`src/rtl/tmrbank_pkg.sv`:
```
package tmrbank_pkg;
  localparam int BYTE_W      = 8;
  localparam int NUM_PAIRS   = 2;
  localparam int NUM_TMR     = 2 * NUM_PAIRS;
  localparam int ADDR_W      = 3;
  localparam int CLK_FIELD_W = 2;
  localparam int GLOBAL_RUN_BIT = BYTE_W - 1;

  localparam logic [ADDR_W-1:0] OFS_CLKSEL = ADDR_W'(NUM_TMR);
  localparam logic [ADDR_W-1:0] OFS_MODE   = ADDR_W'(NUM_TMR + 1);
  localparam logic [ADDR_W-1:0] OFS_RUN    = ADDR_W'(NUM_TMR + 2);

  // Strobes from the control half to the counting half
  typedef struct packed {
    logic [NUM_TMR-1:0]   runOk;     // per-timer combined run condition
    logic [NUM_TMR-1:0]   startNow;  // clear counter this cycle
    logic [NUM_PAIRS-1:0] joined;    // pair counts as one 16-bit value
    logic [NUM_PAIRS-1:0] chainOdd;  // odd timer advances on even match
  } ctlStrobe_t;
endpackage

```
`src/rtl/tmrbank_ctrl.sv`:
```
module tmrbank_ctrl
  import tmrbank_pkg::*;
(
  input  logic                              clk,
  input  logic                              rstN,
  input  logic [ADDR_W-1:0]                 regAddr,
  input  logic                              regWr,
  input  logic [BYTE_W-1:0]                 regWdata,
  output logic [BYTE_W-1:0]                 regRdata,
  output logic [NUM_TMR-1:0][BYTE_W-1:0]    matchVal,
  output ctlStrobe_t                        strobe
);
  logic [NUM_TMR-1:0][BYTE_W-1:0] matchReg;
  logic [BYTE_W-1:0]              clkSelReg;
  logic [NUM_PAIRS-1:0]           modeReg;
  logic [NUM_TMR-1:0]             runReg;
  logic                           globalRun;

  logic                           wrRun;
  logic [NUM_TMR-1:0]             runOkNow;
  logic [NUM_TMR-1:0]             runOkNew;

  assign wrRun    = regWr && (regAddr == OFS_RUN);
  assign runOkNow = runReg & {NUM_TMR{globalRun}};
  assign runOkNew = regWdata[NUM_TMR-1:0] & {NUM_TMR{regWdata[GLOBAL_RUN_BIT]}};

  always_ff @(posedge clk) begin
    if (!rstN) begin
      matchReg  <= '0;
      clkSelReg <= '0;
      modeReg   <= '0;
      runReg    <= '0;
      globalRun <= 1'b0;
    end else if (regWr) begin
      for (int i = 0; i < NUM_TMR; i++) begin
        if (regAddr == ADDR_W'(i)) matchReg[i] <= regWdata;
      end
      if (regAddr == OFS_CLKSEL) clkSelReg <= regWdata;
      if (regAddr == OFS_MODE)   modeReg   <= regWdata[NUM_PAIRS-1:0];
      if (regAddr == OFS_RUN) begin
        runReg    <= regWdata[NUM_TMR-1:0];
        globalRun <= regWdata[GLOBAL_RUN_BIT];
      end
    end
  end

  always_comb begin
    regRdata = '0;
    for (int i = 0; i < NUM_TMR; i++) begin
      if (regAddr == ADDR_W'(i)) regRdata = matchReg[i];
    end
    if (regAddr == OFS_CLKSEL) regRdata = clkSelReg;
    if (regAddr == OFS_MODE)   regRdata[NUM_PAIRS-1:0] = modeReg;
    if (regAddr == OFS_RUN) begin
      regRdata[NUM_TMR-1:0]      = runReg;
      regRdata[GLOBAL_RUN_BIT]   = globalRun;
    end
  end

  assign matchVal        = matchReg;
  assign strobe.runOk    = runOkNow;
  assign strobe.startNow = wrRun ? (runOkNew & ~runOkNow) : '0;
  assign strobe.joined   = modeReg;

  genvar p;
  generate
    for (p = 0; p < NUM_PAIRS; p++) begin : g_sel
      localparam int ODD_LSB = (2 * p + 1) * CLK_FIELD_W;
      assign strobe.chainOdd[p] = (clkSelReg[ODD_LSB +: CLK_FIELD_W] == '0);
    end
  endgenerate
endmodule

```
`src/rtl/tmrbank_dp.sv`:
```
module tmrbank_dp
  import tmrbank_pkg::*;
(
  input  logic                           clk,
  input  logic                           rstN,
  input  logic                           tick,
  input  ctlStrobe_t                     strobe,
  input  logic [NUM_TMR-1:0][BYTE_W-1:0] matchVal,
  output logic [NUM_TMR-1:0]             irq
);
  logic [NUM_TMR-1:0] hitNow;

  genvar p;
  generate
    for (p = 0; p < NUM_PAIRS; p++) begin : g_pair
      localparam int EV = 2 * p;
      localparam int OD = 2 * p + 1;

      logic [BYTE_W-1:0] loCnt, hiCnt, loNext, hiNext;
      logic              loEq, hiEq, evHit, odHit, odClk;

      always_comb begin
        loEq   = (loCnt == matchVal[EV]);
        hiEq   = (hiCnt == matchVal[OD]);
        loNext = loCnt;
        hiNext = hiCnt;
        evHit  = 1'b0;
        odHit  = 1'b0;
        odClk  = 1'b0;
        if (strobe.joined[p]) begin
          if (strobe.startNow[EV]) begin
            loNext = '0;
            hiNext = '0;
          end else if (strobe.runOk[EV] && tick) begin
            if (loEq && hiEq) begin
              evHit  = 1'b1;
              loNext = '0;
              hiNext = '0;
            end else begin
              loNext = loCnt + 1'b1;
              if (&loCnt) hiNext = hiCnt + 1'b1;
            end
          end
        end else begin
          if (strobe.startNow[EV]) begin
            loNext = '0;
          end else if (strobe.runOk[EV] && tick) begin
            if (loEq) begin
              evHit  = 1'b1;
              loNext = '0;
            end else begin
              loNext = loCnt + 1'b1;
            end
          end
          odClk = strobe.chainOdd[p] ? evHit : tick;
          if (strobe.startNow[OD]) begin
            hiNext = '0;
          end else if (strobe.runOk[OD] && odClk) begin
            if (hiEq) begin
              odHit  = 1'b1;
              hiNext = '0;
            end else begin
              hiNext = hiCnt + 1'b1;
            end
          end
        end
      end

      always_ff @(posedge clk) begin
        if (!rstN) begin
          loCnt <= '0;
          hiCnt <= '0;
        end else begin
          loCnt <= loNext;
          hiCnt <= hiNext;
        end
      end

      assign hitNow[EV] = evHit;
      assign hitNow[OD] = odHit;
    end
  endgenerate

  always_ff @(posedge clk) begin
    if (!rstN) irq <= '0;
    else       irq <= hitNow;
  end
endmodule

```
`src/rtl/tmrbank_top.sv`:
```
module tmrbank_top
  import tmrbank_pkg::*;
(
  input  logic              clk,
  input  logic              rstN,
  input  logic [ADDR_W-1:0] regAddr,
  input  logic              regWr,
  input  logic [BYTE_W-1:0] regWdata,
  output logic [BYTE_W-1:0] regRdata,
  input  logic              tick,
  output logic [NUM_TMR-1:0] irq
);
  ctlStrobe_t                     strobe;
  logic [NUM_TMR-1:0][BYTE_W-1:0] matchVal;
  logic [NUM_TMR-1:0]             runOkTap;
  logic [NUM_PAIRS-1:0]           joinedTap;

  tmrbank_ctrl ctrl_i (
    .clk      (clk),
    .rstN     (rstN),
    .regAddr  (regAddr),
    .regWr    (regWr),
    .regWdata (regWdata),
    .regRdata (regRdata),
    .matchVal (matchVal),
    .strobe   (strobe)
  );

  tmrbank_dp dp_i (
    .clk      (clk),
    .rstN     (rstN),
    .tick     (tick),
    .strobe   (strobe),
    .matchVal (matchVal),
    .irq      (irq)
  );

  assign runOkTap  = strobe.runOk;
  assign joinedTap = strobe.joined;
endmodule

```
`config.mk`:
```
export PLATFORM = sky130hd
export DESIGN_NAME = tmrbank_top
export DESIGN_NICKNAME = d
export VERILOG_FILES = /design/src/rtl/tmrbank_pkg.sv /design/src/rtl/tmrbank_ctrl.sv /design/src/rtl/tmrbank_dp.sv /design/src/rtl/tmrbank_top.sv
export SDC_FILE = /design/constraint.sdc
export NUM_CORES = 1
export LEC_CHECK = 0
export BUFFER_PORTS_ARGS = -buffer_cell sky130_fd_sc_hd__buf_2
export CAP_MARGIN = 40
export CORE_UTILIZATION = 50
export CTS_CLUSTER_SIZE = 12
export DETAILED_ROUTE_END_ITERATION = 12
export GPL_ROUTABILITY_DRIVEN = 0
export MAX_ROUTING_LAYER = met4
export PLACE_DENSITY = 0.68
export SETUP_SLACK_MARGIN = 0.05
export SLEW_MARGIN = 20
export SYNTH_ARGS = -nofsm -noshare
export SYNTH_HDL_FRONTEND = slang
export SYNTH_SLANG_ARGS = --single-unit
```
`constraint.sdc`:
```
create_clock -name clk -period 2.9 [get_ports clk]
set_input_delay 0.145 -clock clk [delete_from_list [all_inputs] [get_ports clk]]
set_output_delay 0.145 -clock clk [all_outputs]
set_load 0.1 [all_outputs]
```
==> run_summary.xml, run 1 <==
<?xml version="1.0" encoding="UTF-8"?>
<metrics>
  <group name="global_route">
    <metric name="groute.usage.overall" unit="">0.2812</metric>
    <metric name="grt_max_degree" unit="">39</metric>
    <metric name="final_global_route_overflow_total" unit="">0</metric>
    <metric name="number_of_antenna_violations_at_the_first_check_in_global_routing" unit="">0</metric>
    <metric name="grt_pass1_wl" unit="um">18960</metric>
    <metric name="grt_pass1_vias" unit="">3836</metric>
  </group>
  <group name="setup_path">
    <metric name="worst_setup_path_end_kind" unit="">flop</metric>
    <metric name="regToRegStartpoint" unit="">ctrl_i.matchVal[19]</metric>
    <metric name="worstSetupPathDepth" unit="">6</metric>
    <metric name="critical_path.reg2reg.endpoint" unit="">dp_i.g_pair[1].hiCnt[5]</metric>
    <metric name="cp-startpoint" unit="">ctrl_i.matchVal[19]</metric>
    <metric name="critPathMaxStageDelay" unit="ns">0.57</metric>
    <metric name="timing.critical_path.mode_cell" unit="">sky130_fd_sc_hd__o211ai_1</metric>
    <metric name="start_kind" unit="">flop</metric>
    <metric name="critical_path.top_delay_family" unit="">compound AO/OA/AOI/OAI gates</metric>
    <metric name="cp-endpoint" unit="">dp_i.g_pair[1].hiCnt[5]</metric>
    <metric name="rrSetupSlack" unit="ns">0.54</metric>
    <metric name="path_type_of_the_worst_setup_path" unit="">flop to flop</metric>
    <metric name="critical_path_required" unit="ns">3.15</metric>
    <metric name="crit_arrival" unit="ns">2.61</metric>
    <metric name="critPathBufInv" unit="">0</metric>
    <metric name="largest_fanout_on_the_critical_path" unit="">7</metric>
    <metric name="crit_path_cell_trace" unit="">xor2_1, nor4_1, nand2_1, o211ai_1, o211ai_1, a32o_1</metric>
    <metric name="crit_slowest_cell" unit="">sky130_fd_sc_hd__o211ai_1</metric>
    <metric name="r2r.worst_path.cells" unit="">6</metric>
  </group>
  <group name="route">
    <metric name="post_drt_via_cell_ratio" unit="">6.094</metric>
    <metric name="drt_wl_total" unit="um">11730</metric>
    <metric name="firstDrtPassIters" unit="">5</metric>
    <metric name="post-route-drc-count" unit="">0</metric>
    <metric name="num_vias" unit="">4016</metric>
    <metric name="drtIter0Drc" unit="">272</metric>
    <metric name="remaining_number_of_nets_flagged_by_the_antenna_check_after_routing" unit="">0</metric>
    <metric name="avgRoutedWirePerCell" unit="um">17.80</metric>
  </group>
  <group name="floorplanning">
    <metric name="core" unit="mm^2">0.008636</metric>
    <metric name="die_width" unit="um">96.20</metric>
    <metric name="initial_utilization" unit="">0.5138</metric>
    <metric name="core.rowCount" unit="">34</metric>
    <metric name="top_level_ports" unit="">27</metric>
    <metric name="chipHeight" unit="um">96.20</metric>
    <metric name="die_area" unit="mm^2">0.009254</metric>
  </group>
  <group name="logic_synthesis">
    <metric name="synth.yosys.seq_area_share" unit="">0.3745</metric>
    <metric name="synthArstFlopShare" unit="">0</metric>
    <metric name="netlist_area" unit="mm^2">0.004437</metric>
    <metric name="syn-mean-instance-area" unit="um^2">8.435</metric>
    <metric name="synth_top_area_share" unit="">0.3745</metric>
    <metric name="yosys_warnings" unit="">0</metric>
    <metric name="yosys.area_share.xor_xnor" unit="">0.07501</metric>
    <metric name="synthAdderAreaFrac" unit="">0.01128</metric>
    <metric name="mux_cell_area_share_after_synthesis" unit="">0.07248</metric>
    <metric name="post_synth_inst_count" unit="">526</metric>
    <metric name="yosysUniqueCellTypes" unit="">58</metric>
    <metric name="dominantRegCellSynth" unit="">sky130_fd_sc_hd__dfxtp_1</metric>
    <metric name="yosysMostFrequentCell" unit="">sky130_fd_sc_hd__nand2_1</metric>
    <metric name="synth_edf_count" unit="">0</metric>
    <metric name="synth_top_cell_by_area" unit="">sky130_fd_sc_hd__dfxtp_1</metric>
    <metric name="share_of_synthesized_cell_area_in_and_or_nand_and_nor_gates" unit="">0.2403</metric>
    <metric name="synth_seq_cells" unit="">83</metric>
    <metric name="synth_nets" unit="">545</metric>
    <metric name="main_combinational_cell_family_by_area_after_synthesis" unit="">simple AND/OR/NAND/NOR gates</metric>
    <metric name="compound_gate_fraction_of_synth_area" unit="">0.1963</metric>
    <metric name="synth_commonest_cells" unit="">sky130_fd_sc_hd__nand2_1 (90), sky130_fd_sc_hd__dfxtp_1 (83), sky130_fd_sc_hd__a21oi_1 (43), sky130_fd_sc_hd__nor2_1 (39), sky130_fd_sc_hd__xor2_1 (28)</metric>
    <metric name="netlist_top_cells_area" unit="">sky130_fd_sc_hd__dfxtp_1 (37%), sky130_fd_sc_hd__nand2_1 (7.6%), sky130_fd_sc_hd__xor2_1 (5.5%)</metric>
  </group>
  <group name="worst_hold_path">
    <metric name="hold_path.class" unit="">primary input to flop</metric>
    <metric name="hold_depth" unit="">3</metric>
  </group>
  <group name="layout">
    <metric name="multiInputGateArea" unit="mm^2">0.002641</metric>
    <metric name="regArea" unit="mm^2">0.001662</metric>
    <metric name="diodes" unit="">0</metric>
    <metric name="drive_above_1_share" unit="">0.1125</metric>
    <metric name="final_nets" unit="">565</metric>
    <metric name="fillers" unit="">759</metric>
    <metric name="final_cell_utilization_of_the_core" unit="">0.5680</metric>
    <metric name="stdcell_count" unit="">659</metric>
    <metric name="final_design_area_no_fill" unit="mm^2">0.004905</metric>
    <metric name="syn_to_final_growth" unit="%">10.55</metric>
  </group>
  <group name="power">
    <metric name="irDropWorstVdd" unit="V">0.0002766</metric>
    <metric name="power_leakage" unit="nW">1.968</metric>
    <metric name="power_per_cell_area" unit="mW/mm^2">488.1</metric>
  </group>
  <group name="job">
    <metric name="max_cap_violations" unit="">0</metric>
  </group>
  <group name="clock_network">
    <metric name="clockBufferDepth" unit="">2</metric>
    <metric name="cts_hold_buffers" unit="">0</metric>
    <metric name="post_cts_buffers" unit="">0</metric>
    <metric name="tritoncts" unit="">done</metric>
    <metric name="worst_skew_pair.late_latency" unit="ns">0.36</metric>
    <metric name="post_cts.resized_instances" unit="">0</metric>
    <metric name="cts_inserted_buffers" unit="">9</metric>
    <metric name="clk_transition_reported_paths" unit="ns">0.08</metric>
    <metric name="cts.sink_count" unit="">83</metric>
    <metric name="htree_levels" unit="">3</metric>
    <metric name="cts-root-buf" unit="">sky130_fd_sc_hd__clkbuf_8</metric>
  </group>
  <group name="sta">
    <metric name="skew" unit="ns">0.009203</metric>
    <metric name="grt_setup_unrepaired" unit="">false</metric>
    <metric name="totalNegativeSetupSlack" unit="ns">0</metric>
    <metric name="worst_slew_pin_slew" unit="ns">0.8216</metric>
    <metric name="timing.fmax" unit="MHz">423.7</metric>
    <metric name="setup_viol" unit="">0</metric>
    <metric name="final_period_minus_worst_setup_slack" unit="ns">2.360</metric>
    <metric name="report.final.hold_viol_count" unit="">0</metric>
    <metric name="report.final.slew_viol_count" unit="">0</metric>
    <metric name="slew_headroom" unit="">0.4481</metric>
    <metric name="hold-worst-slack" unit="ns">0.1094</metric>
    <metric name="timing.final.crit_share" unit="">0.8138</metric>
  </group>
  <group name="run_status">
    <metric name="status" unit="">finished clean</metric>
  </group>
  <group name="place">
    <metric name="dpl.cell_count" unit="">642</metric>
    <metric name="place_hpwl" unit="um">8279</metric>
    <metric name="placement.cell_area" unit="mm^2">0.004661</metric>
    <metric name="place.port_buffers" unit="">26</metric>
  </group>
</metrics>
kinds of logic after synthesis:
group | count (synthesis)
and+or+nand+nor | 216
AOI/OAI and AO/OA | 125
DFF | 83
xor gates and xnor gates | 38
buffers and inverters | 33
muxes | 27
adders and majority gates | 4
per-layer routing:
layer	track usage	part of all wire	up-vias	routed length, um
met5	-	0	-	0
met4	0.09453	0.023	0	265
met3	0.05055	0.050	25	591
met2	0.4681	0.48	116	5650
met1	0.3422	0.45	1934	5223
li1	-	-	1941	-
registers in the layout (all words and copies together) (netlist names):
signal and flops:
ctrl_i.runReg 4, dp_i.irq 4, ctrl_i.clkSelReg 8, ctrl_i.matchVal 32, ctrl_i.globalRun 1, dp_i.g_pair.loCnt 16
dp_i.g_pair.hiCnt 16, ctrl_i.modeReg 2
worst min path at each step:
stage | start | to
3_3_place_gp | regWdata[5] | ctrl_i.matchVal[29]
6_report | regWdata[5] | ctrl_i.matchVal[13]
5_1_grt | regWdata[4] | ctrl_i.matchVal[20]
3_5_place_dp | ctrl_i.matchVal[14] | ctrl_i.matchVal[14]
4_1_cts | regWdata[5] | ctrl_i.matchVal[21]
2_1_floorplan | regWdata[2] | ctrl_i.matchVal[10]
final cells by class:
cell class                      instances  share of cell area
Multi-Input combinational cell        410              0.5385
Sequential cell                        83              0.3388
Inverter                               10            0.007653
Clock buffer                           11             0.03087
Clock inverter                          5             0.01735
Timing Repair Buffer                   32             0.03929
Tap cell                              108             0.02755
stage by stage:
step	total power [mW]	setup slack (ns)
finish	2.394	0.5400
CTS	2.407	0.5982
detailed placement	1.440	0.5416
global route	2.473	0.2981
global placement	1.434	0.5379
floorplan	1.366	0.2444
cell usage in the layout, fill, tap and decap left out, drive strengths merged, types with 4 or more instances in the layout:
master  instances
mux2i          22
buf            32
nand3          13
mux4            4
o211a           7
o211ai         19
nor2b           8
nand2b          4
inv            10
o21ai          16
xnor2          10
a32o           13
o22ai           7
clkbuf         11
nand2          91
a21oi          43
dfxtp          83
nor4            6
nor3            6
and3           20
nor3b          12
nor2           39
nand4           7
xor2           28
ha              4
tightest hold or removal path: stages:
cell and delay (ns):
sky130_fd_sc_hd__buf_2 0.16, sky130_fd_sc_hd__nand2_1 0.07, sky130_fd_sc_hd__a21oi_1 0.05
power by group:
group	total, mW	switching, mW	internal [mW]
clock network	0.975	0.440	0.535
logic	0.249	0.178	0.0710
registers	1.17	0.0177	1.15
Note: power is estimated with default switching activity, not from simulation.
==> run 2: changes to the inputs <==
==> constraint.sdc (replaced) <==
create_clock -name clk -period 2.4 [get_ports clk]
set_input_delay 0.12 -clock clk [delete_from_list [all_inputs] [get_ports clk]]
set_output_delay 0.12 -clock clk [all_outputs]
set_load 0.1 [all_outputs]
==> run 2 against run 1 <==
Compared with the run above: worst hold slack worse by 0.034 ns; sequential share of layout area is 0.33 points lower; combinational power is 27% higher; maximum frequency is 4.8% higher.
==> run_summary.xml, run 2 (synthesis gave the netlist of run 1 again) <==
<?xml version="1.0" encoding="UTF-8"?>
<metrics>
  <group name="run_status">
    <metric name="status" unit="">finished clean</metric>
  </group>
  <group name="global_route">
    <metric name="grt_pass1_wl" unit="um">19320</metric>
    <metric name="grt_pass1_vias" unit="">3786</metric>
    <metric name="number_of_antenna_violations_at_the_first_check_in_global_routing" unit="">0</metric>
    <metric name="groute.usage.overall" unit="">0.2867</metric>
    <metric name="grt_max_degree" unit="">41</metric>
    <metric name="final_global_route_overflow_total" unit="">0</metric>
  </group>
  <group name="floorplanning">
    <metric name="initial_utilization" unit="">0.5138</metric>
    <metric name="top_level_ports" unit="">27</metric>
    <metric name="core" unit="mm^2">0.008636</metric>
    <metric name="core.rowCount" unit="">34</metric>
    <metric name="chipHeight" unit="um">96.20</metric>
    <metric name="die_area" unit="mm^2">0.009254</metric>
    <metric name="die_width" unit="um">96.20</metric>
  </group>
  <group name="power">
    <metric name="power_per_cell_area" unit="mW/mm^2">530.1</metric>
    <metric name="power_leakage" unit="nW">1.990</metric>
    <metric name="irDropWorstVdd" unit="V">0.0003678</metric>
  </group>
  <group name="route">
    <metric name="post_drt_via_cell_ratio" unit="">6.012</metric>
    <metric name="post-route-drc-count" unit="">0</metric>
    <metric name="drtIter0Drc" unit="">286</metric>
    <metric name="avgRoutedWirePerCell" unit="um">17.66</metric>
    <metric name="drt_wl_total" unit="um">11810</metric>
    <metric name="num_vias" unit="">4022</metric>
    <metric name="firstDrtPassIters" unit="">4</metric>
    <metric name="remaining_number_of_nets_flagged_by_the_antenna_check_after_routing" unit="">0</metric>
  </group>
  <group name="setup_path">
    <metric name="critPathBufInv" unit="">0</metric>
    <metric name="crit_arrival" unit="ns">2.53</metric>
    <metric name="crit_slowest_cell" unit="">sky130_fd_sc_hd__or4b_1</metric>
    <metric name="worst_setup_path_end_kind" unit="">flop</metric>
    <metric name="start_kind" unit="">flop</metric>
    <metric name="path_type_of_the_worst_setup_path" unit="">flop to flop</metric>
    <metric name="crit_path_cell_trace" unit="">xor2_1, nor4_4, nand2_2, o41a_1, or4b_1, a21oi_1</metric>
    <metric name="critical_path_required" unit="ns">2.68</metric>
    <metric name="critPathMaxStageDelay" unit="ns">0.52</metric>
    <metric name="largest_fanout_on_the_critical_path" unit="">5</metric>
    <metric name="critical_path.top_delay_family" unit="">simple AND/OR/NAND/NOR gates</metric>
  </group>
  <group name="clock_network">
    <metric name="clockBufferDepth" unit="">2</metric>
    <metric name="post_cts_buffers" unit="">0</metric>
    <metric name="cts_inserted_buffers" unit="">9</metric>
    <metric name="cts_hold_buffers" unit="">0</metric>
    <metric name="worst_skew_pair.late_latency" unit="ns">0.36</metric>
    <metric name="tritoncts" unit="">done</metric>
    <metric name="cts-root-buf" unit="">sky130_fd_sc_hd__clkbuf_8</metric>
    <metric name="post_cts.resized_instances" unit="">0</metric>
    <metric name="cts.sink_count" unit="">83</metric>
    <metric name="clk_transition_reported_paths" unit="ns">0.09</metric>
    <metric name="htree_levels" unit="">3</metric>
  </group>
  <group name="job">
    <metric name="max_cap_violations" unit="">0</metric>
  </group>
  <group name="layout">
    <metric name="final_design_area_no_fill" unit="mm^2">0.004957</metric>
    <metric name="drive_above_1_share" unit="">0.1444</metric>
    <metric name="largest_reg_flops" unit="">32</metric>
    <metric name="diodes" unit="">0</metric>
    <metric name="mostFrequentLayoutCell" unit="">sky130_fd_sc_hd__nand2_1</metric>
    <metric name="mostFrequentLayoutCells" unit="">sky130_fd_sc_hd__nand2_1 (89), sky130_fd_sc_hd__dfxtp_1 (82), sky130_fd_sc_hd__a21oi_1 (41)</metric>
    <metric name="stdcell_count" unit="">669</metric>
    <metric name="final_nets" unit="">575</metric>
    <metric name="syn_to_final_growth" unit="%">11.73</metric>
  </group>
  <group name="sta">
    <metric name="skew" unit="ns">0.01294</metric>
    <metric name="slew_headroom" unit="">0.4929</metric>
    <metric name="report.final.hold_viol_count" unit="">0</metric>
    <metric name="totalNegativeSetupSlack" unit="ns">0</metric>
    <metric name="timing.final.crit_share" unit="">0.9379</metric>
    <metric name="timing.fmax" unit="MHz">444.3</metric>
    <metric name="postLayoutSetupSlackWorst" unit="ns">0.1490</metric>
    <metric name="final_period_minus_worst_setup_slack" unit="ns">2.251</metric>
    <metric name="grt_setup_unrepaired" unit="">true</metric>
    <metric name="report.final.slew_viol_count" unit="">0</metric>
    <metric name="worst_slew_pin_slew" unit="ns">0.7595</metric>
    <metric name="setup_viol" unit="">0</metric>
  </group>
  <group name="place">
    <metric name="placement.cell_area" unit="mm^2">0.004758</metric>
    <metric name="dpl.cell_count" unit="">653</metric>
    <metric name="place_hpwl" unit="um">8553</metric>
    <metric name="preCtsSetupSlack" unit="ns">0.09855</metric>
    <metric name="place.port_buffers" unit="">26</metric>
  </group>
  <group name="worst_hold_path">
    <metric name="hold_path.class" unit="">primary input to flop</metric>
  </group>
</metrics>
[run 2: cell types whose count changed in the layout (fill, tap and decap cells not counted), sizes merged]
cell / previous run / this run
clkbuf: 11 / 10
clkinv: 2 / 4
clkinvlp: 1 / 2
buf: 32 / 42
bufinv: 2 / 0
[run 2: area by class of cell]
type | count | area (um^2)
Tap cell | 108 | 135.1
Inverter | 10 | 37.54
Clock inverter | 6 | 42.54
Sequential cell | 83 | 1663
Clock buffer | 10 | 127.6
Timing Repair Buffer | 42 | 262.8
Fill cell | 816 | 3679
Multi-Input combinational cell | 410 | 2689
[run 2: path summary, 6_finish.rpt]
kind                           start                      end  slack [ns]  depth (start not counted)
max          dp_i.g_pair[0].loCnt[3]  dp_i.g_pair[0].hiCnt[1]        0.15                          6
max reg2reg  dp_i.g_pair[0].loCnt[3]  dp_i.g_pair[0].hiCnt[1]        0.15                          6
min reg2reg       ctrl_i.matchVal[9]       ctrl_i.matchVal[9]        0.49                          2
min                      regWdata[4]      ctrl_i.matchVal[20]        0.08                          3
[run 2: where the power goes]
part / total [mW] / internal [mW] / switching [mW]
registers: 1.41 / 1.39 / 0.0197
logic: 0.317 / 0.0954 / 0.222
clock network: 0.898 / 0.376 / 0.522
[run 2: per-layer routing]
layer  vias to the layer above  part of all wire  GRT usage
met3                        23             0.045    0.05055
met2                        99              0.47     0.4433
met4                         0             0.019    0.09328
met5                         -                 0          -
li1                       1976                 -          -
met1                      1924              0.46     0.3783
[run 2: worst register-to-register path: stages (launching register included)]
cell and delay, ns:
sky130_fd_sc_hd__dfxtp_1 0.37, sky130_fd_sc_hd__xor2_1 0.20, sky130_fd_sc_hd__nor4_4 0.34, sky130_fd_sc_hd__nand2_2 0.14
sky130_fd_sc_hd__o41a_1 0.45, sky130_fd_sc_hd__or4b_1 0.52, sky130_fd_sc_hd__a21oi_1 0.15
[run 2: metrics by stage]
| step | util | total power, mW | hold slack (ns) |
|---|---|---|---|
| after global routing | 0.5740 | 2.741 | 0.08236 |
| after global placement | 0.5510 | 1.750 | 0.4425 |
| final | 0.5740 | 2.628 | 0.07508 |
| after CTS | 0.5707 | 2.639 | 0.06898 |
| after detailed placement | 0.5510 | 1.752 | 0.4461 |
| after floorplan | - | 1.654 | 0.2560 |
==> run 3: changes to the inputs <==
==> constraint.sdc (replaced) <==
create_clock -name clk -period 2.75 [get_ports clk]
set_input_delay 0.1375 -clock clk [delete_from_list [all_inputs] [get_ports clk]]
set_output_delay 0.1375 -clock clk [all_outputs]
set_load 0.1 [all_outputs]
==> run 3 against run 2 <==
Compared with the run above: wire length is essentially flat; maximum frequency fell by 5.0%; clock skew is 0.0011 ns higher; first-iteration DRC count grew 14%; global-route usage down 0.26 points; flip-flop and latch count stayed put; critical path depth stayed put; combinational power is 16% lower; non-clock buffer count shrank 10; worst setup slack improved by 0.23 ns; die area stayed put; register-to-register slack improved by 0.23 ns; critical path type unchanged; critical endpoint is now dp_i.g_pair[0].hiCnt[7]; highest routed layer unchanged.
==> run_summary.xml, run 3 (synthesis gave the netlist of run 1 again) <==
<?xml version="1.0" encoding="UTF-8"?>
<metrics>
  <group name="run_status">
    <metric name="status" unit="">finished clean</metric>
  </group>
  <group name="sta">
    <metric name="report.final.hold_viol_count" unit="">0</metric>
    <metric name="grt_setup_unrepaired" unit="">false</metric>
    <metric name="skew" unit="ns">0.01404</metric>
    <metric name="final_period_minus_worst_setup_slack" unit="ns">2.369</metric>
    <metric name="timing.fmax" unit="MHz">422.2</metric>
    <metric name="worst_slew_pin_slew" unit="ns">0.8335</metric>
    <metric name="timing.final.crit_share" unit="">0.8613</metric>
    <metric name="setup_viol" unit="">0</metric>
    <metric name="totalNegativeSetupSlack" unit="ns">0</metric>
    <metric name="slew_headroom" unit="">0.4401</metric>
    <metric name="report.final.slew_viol_count" unit="">0</metric>
  </group>
  <group name="place">
    <metric name="dpl.cell_count" unit="">643</metric>
    <metric name="place.port_buffers" unit="">26</metric>
    <metric name="place_hpwl" unit="um">8535</metric>
  </group>
  <group name="job">
    <metric name="max_cap_violations" unit="">0</metric>
  </group>
  <group name="clock_network">
    <metric name="clockBufferDepth" unit="">2</metric>
    <metric name="htree_levels" unit="">3</metric>
    <metric name="clk_transition_reported_paths" unit="ns">0.10</metric>
    <metric name="cts-root-buf" unit="">sky130_fd_sc_hd__clkbuf_8</metric>
    <metric name="post_cts.resized_instances" unit="">0</metric>
    <metric name="tritoncts" unit="">done</metric>
    <metric name="post_cts_buffers" unit="">0</metric>
    <metric name="cts_hold_buffers" unit="">0</metric>
    <metric name="cts.sink_count" unit="">83</metric>
    <metric name="worst_skew_pair.late_latency" unit="ns">0.37</metric>
    <metric name="cts_inserted_buffers" unit="">9</metric>
  </group>
  <group name="floorplanning">
    <metric name="core.rowCount" unit="">34</metric>
    <metric name="chipHeight" unit="um">96.20</metric>
    <metric name="core" unit="mm^2">0.008636</metric>
    <metric name="initial_utilization" unit="">0.5138</metric>
    <metric name="die_area" unit="mm^2">0.009254</metric>
    <metric name="top_level_ports" unit="">27</metric>
    <metric name="die_width" unit="um">96.20</metric>
  </group>
  <group name="layout">
    <metric name="final_cell_utilization_of_the_core" unit="">0.5645</metric>
    <metric name="largest_reg_flops" unit="">32</metric>
    <metric name="final_nets" unit="">565</metric>
    <metric name="syn_to_final_growth" unit="%">9.870</metric>
    <metric name="mostFrequentLayoutCells" unit="">sky130_fd_sc_hd__nand2_1 (90), sky130_fd_sc_hd__dfxtp_1 (83), sky130_fd_sc_hd__a21oi_1 (43)</metric>
    <metric name="stdcell_count" unit="">659</metric>
    <metric name="diodes" unit="">0</metric>
    <metric name="fillers" unit="">816</metric>
    <metric name="mostFrequentLayoutCell" unit="">sky130_fd_sc_hd__nand2_1</metric>
    <metric name="drive_above_1_share" unit="">0.1107</metric>
  </group>
  <group name="worst_hold_path">
    <metric name="min_from" unit="">regWdata[5]</metric>
    <metric name="hold_path.class" unit="">primary input to flop</metric>
  </group>
  <group name="route">
    <metric name="remaining_number_of_nets_flagged_by_the_antenna_check_after_routing" unit="">0</metric>
    <metric name="num_vias" unit="">4079</metric>
    <metric name="post-route-drc-count" unit="">0</metric>
    <metric name="drtIter0Drc" unit="">325</metric>
    <metric name="drt_wl_total" unit="um">11820</metric>
    <metric name="firstDrtPassIters" unit="">5</metric>
    <metric name="routed_met1_length" unit="um">5265</metric>
    <metric name="dr.max_layer_used" unit="">met4</metric>
    <metric name="routed-wl-met3" unit="um">761</metric>
    <metric name="post_drt_via_cell_ratio" unit="">6.190</metric>
    <metric name="wl_met2" unit="um">5613</metric>
    <metric name="avgRoutedWirePerCell" unit="um">17.94</metric>
  </group>
  <group name="global_route">
    <metric name="grt_pass1_wl" unit="um">19180</metric>
    <metric name="number_of_antenna_violations_at_the_first_check_in_global_routing" unit="">0</metric>
    <metric name="groute.usage.overall" unit="">0.2841</metric>
    <metric name="final_global_route_overflow_total" unit="">0</metric>
    <metric name="grt_max_degree" unit="">39</metric>
    <metric name="grt_pass1_vias" unit="">3727</metric>
  </group>
  <group name="power">
    <metric name="power_per_cell_area" unit="mW/mm^2">496.0</metric>
    <metric name="power_leakage" unit="nW">1.948</metric>
    <metric name="irDropWorstVdd" unit="V">0.0002750</metric>
  </group>
  <group name="setup_path">
    <metric name="largest_fanout_on_the_critical_path" unit="">6</metric>
    <metric name="crit_arrival" unit="ns">2.62</metric>
    <metric name="crit_slowest_cell" unit="">sky130_fd_sc_hd__o41ai_2</metric>
    <metric name="worst_setup_path_end_kind" unit="">flop</metric>
    <metric name="critical_path_required" unit="ns">3.00</metric>
    <metric name="critPathMaxStageDelay" unit="ns">0.62</metric>
    <metric name="cp-startpoint" unit="">ctrl_i.matchVal[3]</metric>
    <metric name="path_type_of_the_worst_setup_path" unit="">flop to flop</metric>
    <metric name="regToRegStartpoint" unit="">ctrl_i.matchVal[3]</metric>
    <metric name="start_kind" unit="">flop</metric>
    <metric name="crit_path_cell_trace" unit="">xor2_1, nor4_4, nand2_2, o41ai_2, o211ai_1, a32o_1</metric>
  </group>
</metrics>
-- run 3: area by class of cell --
cell class	instances	area [um^2]	area share
Clock buffer	11	141.4	0.02900
Tap cell	108	135.1	0.02772
Clock inverter	5	62.56	0.01283
Sequential cell	83	1662	0.3409
Timing Repair Buffer	32	195.2	0.04004
Inverter	10	37.54	0.007700
Multi-Input combinational cell	410	2641	0.5418
-- run 3: final timing paths --
check,depth (start not counted),slack (ns),endpoint
worst min-delay path,3,0.07,ctrl_i.matchVal[5]
worst min register to register,2,0.49,ctrl_i.matchVal[30]
worst max register to register,6,0.38,dp_i.g_pair[0].hiCnt[7]
worst max-delay path,6,0.38,dp_i.g_pair[0].hiCnt[7]
-- run 3: layer usage --
layer,track usage,vias to the layer above
met2,0.4557,144
li1,-,1967
met1,0.3648,1953
met3,0.04818,15
met4,0.08831,0
met5,-,-
-- run 3: stage by stage --
stage	cell area, um^2	power [mW]	hold WS [ns]	setup slack (ns)
2_1_floorplan	4437	1.440	0.2735	0.1094
4_1_cts	4875	2.422	0.06481	0.3937
3_3_place_gp	4643	1.514	0.4575	0.5010
6_report	4875	2.418	0.07358	0.3813
3_5_place_dp	4671	1.522	0.4525	0.4243
5_1_grt	4875	2.485	0.07495	0.1545
-- run 3: report_power, final --
part / internal (mW) / switching (mW)
logic: 0.0756 / 0.189
clock network: 0.448 / 0.472
registers: 1.22 / 0.0179
-- run 3: critical path, delay by kind of cell, from the launching register on --
kind / cells / cell delay (ns)
and+or+nand+nor: 2 / 0.51
AOI/OAI and AO/OA: 3 / 1.13
xor gates and xnor gates: 1 / 0.15
DFF: 1 / 0.46
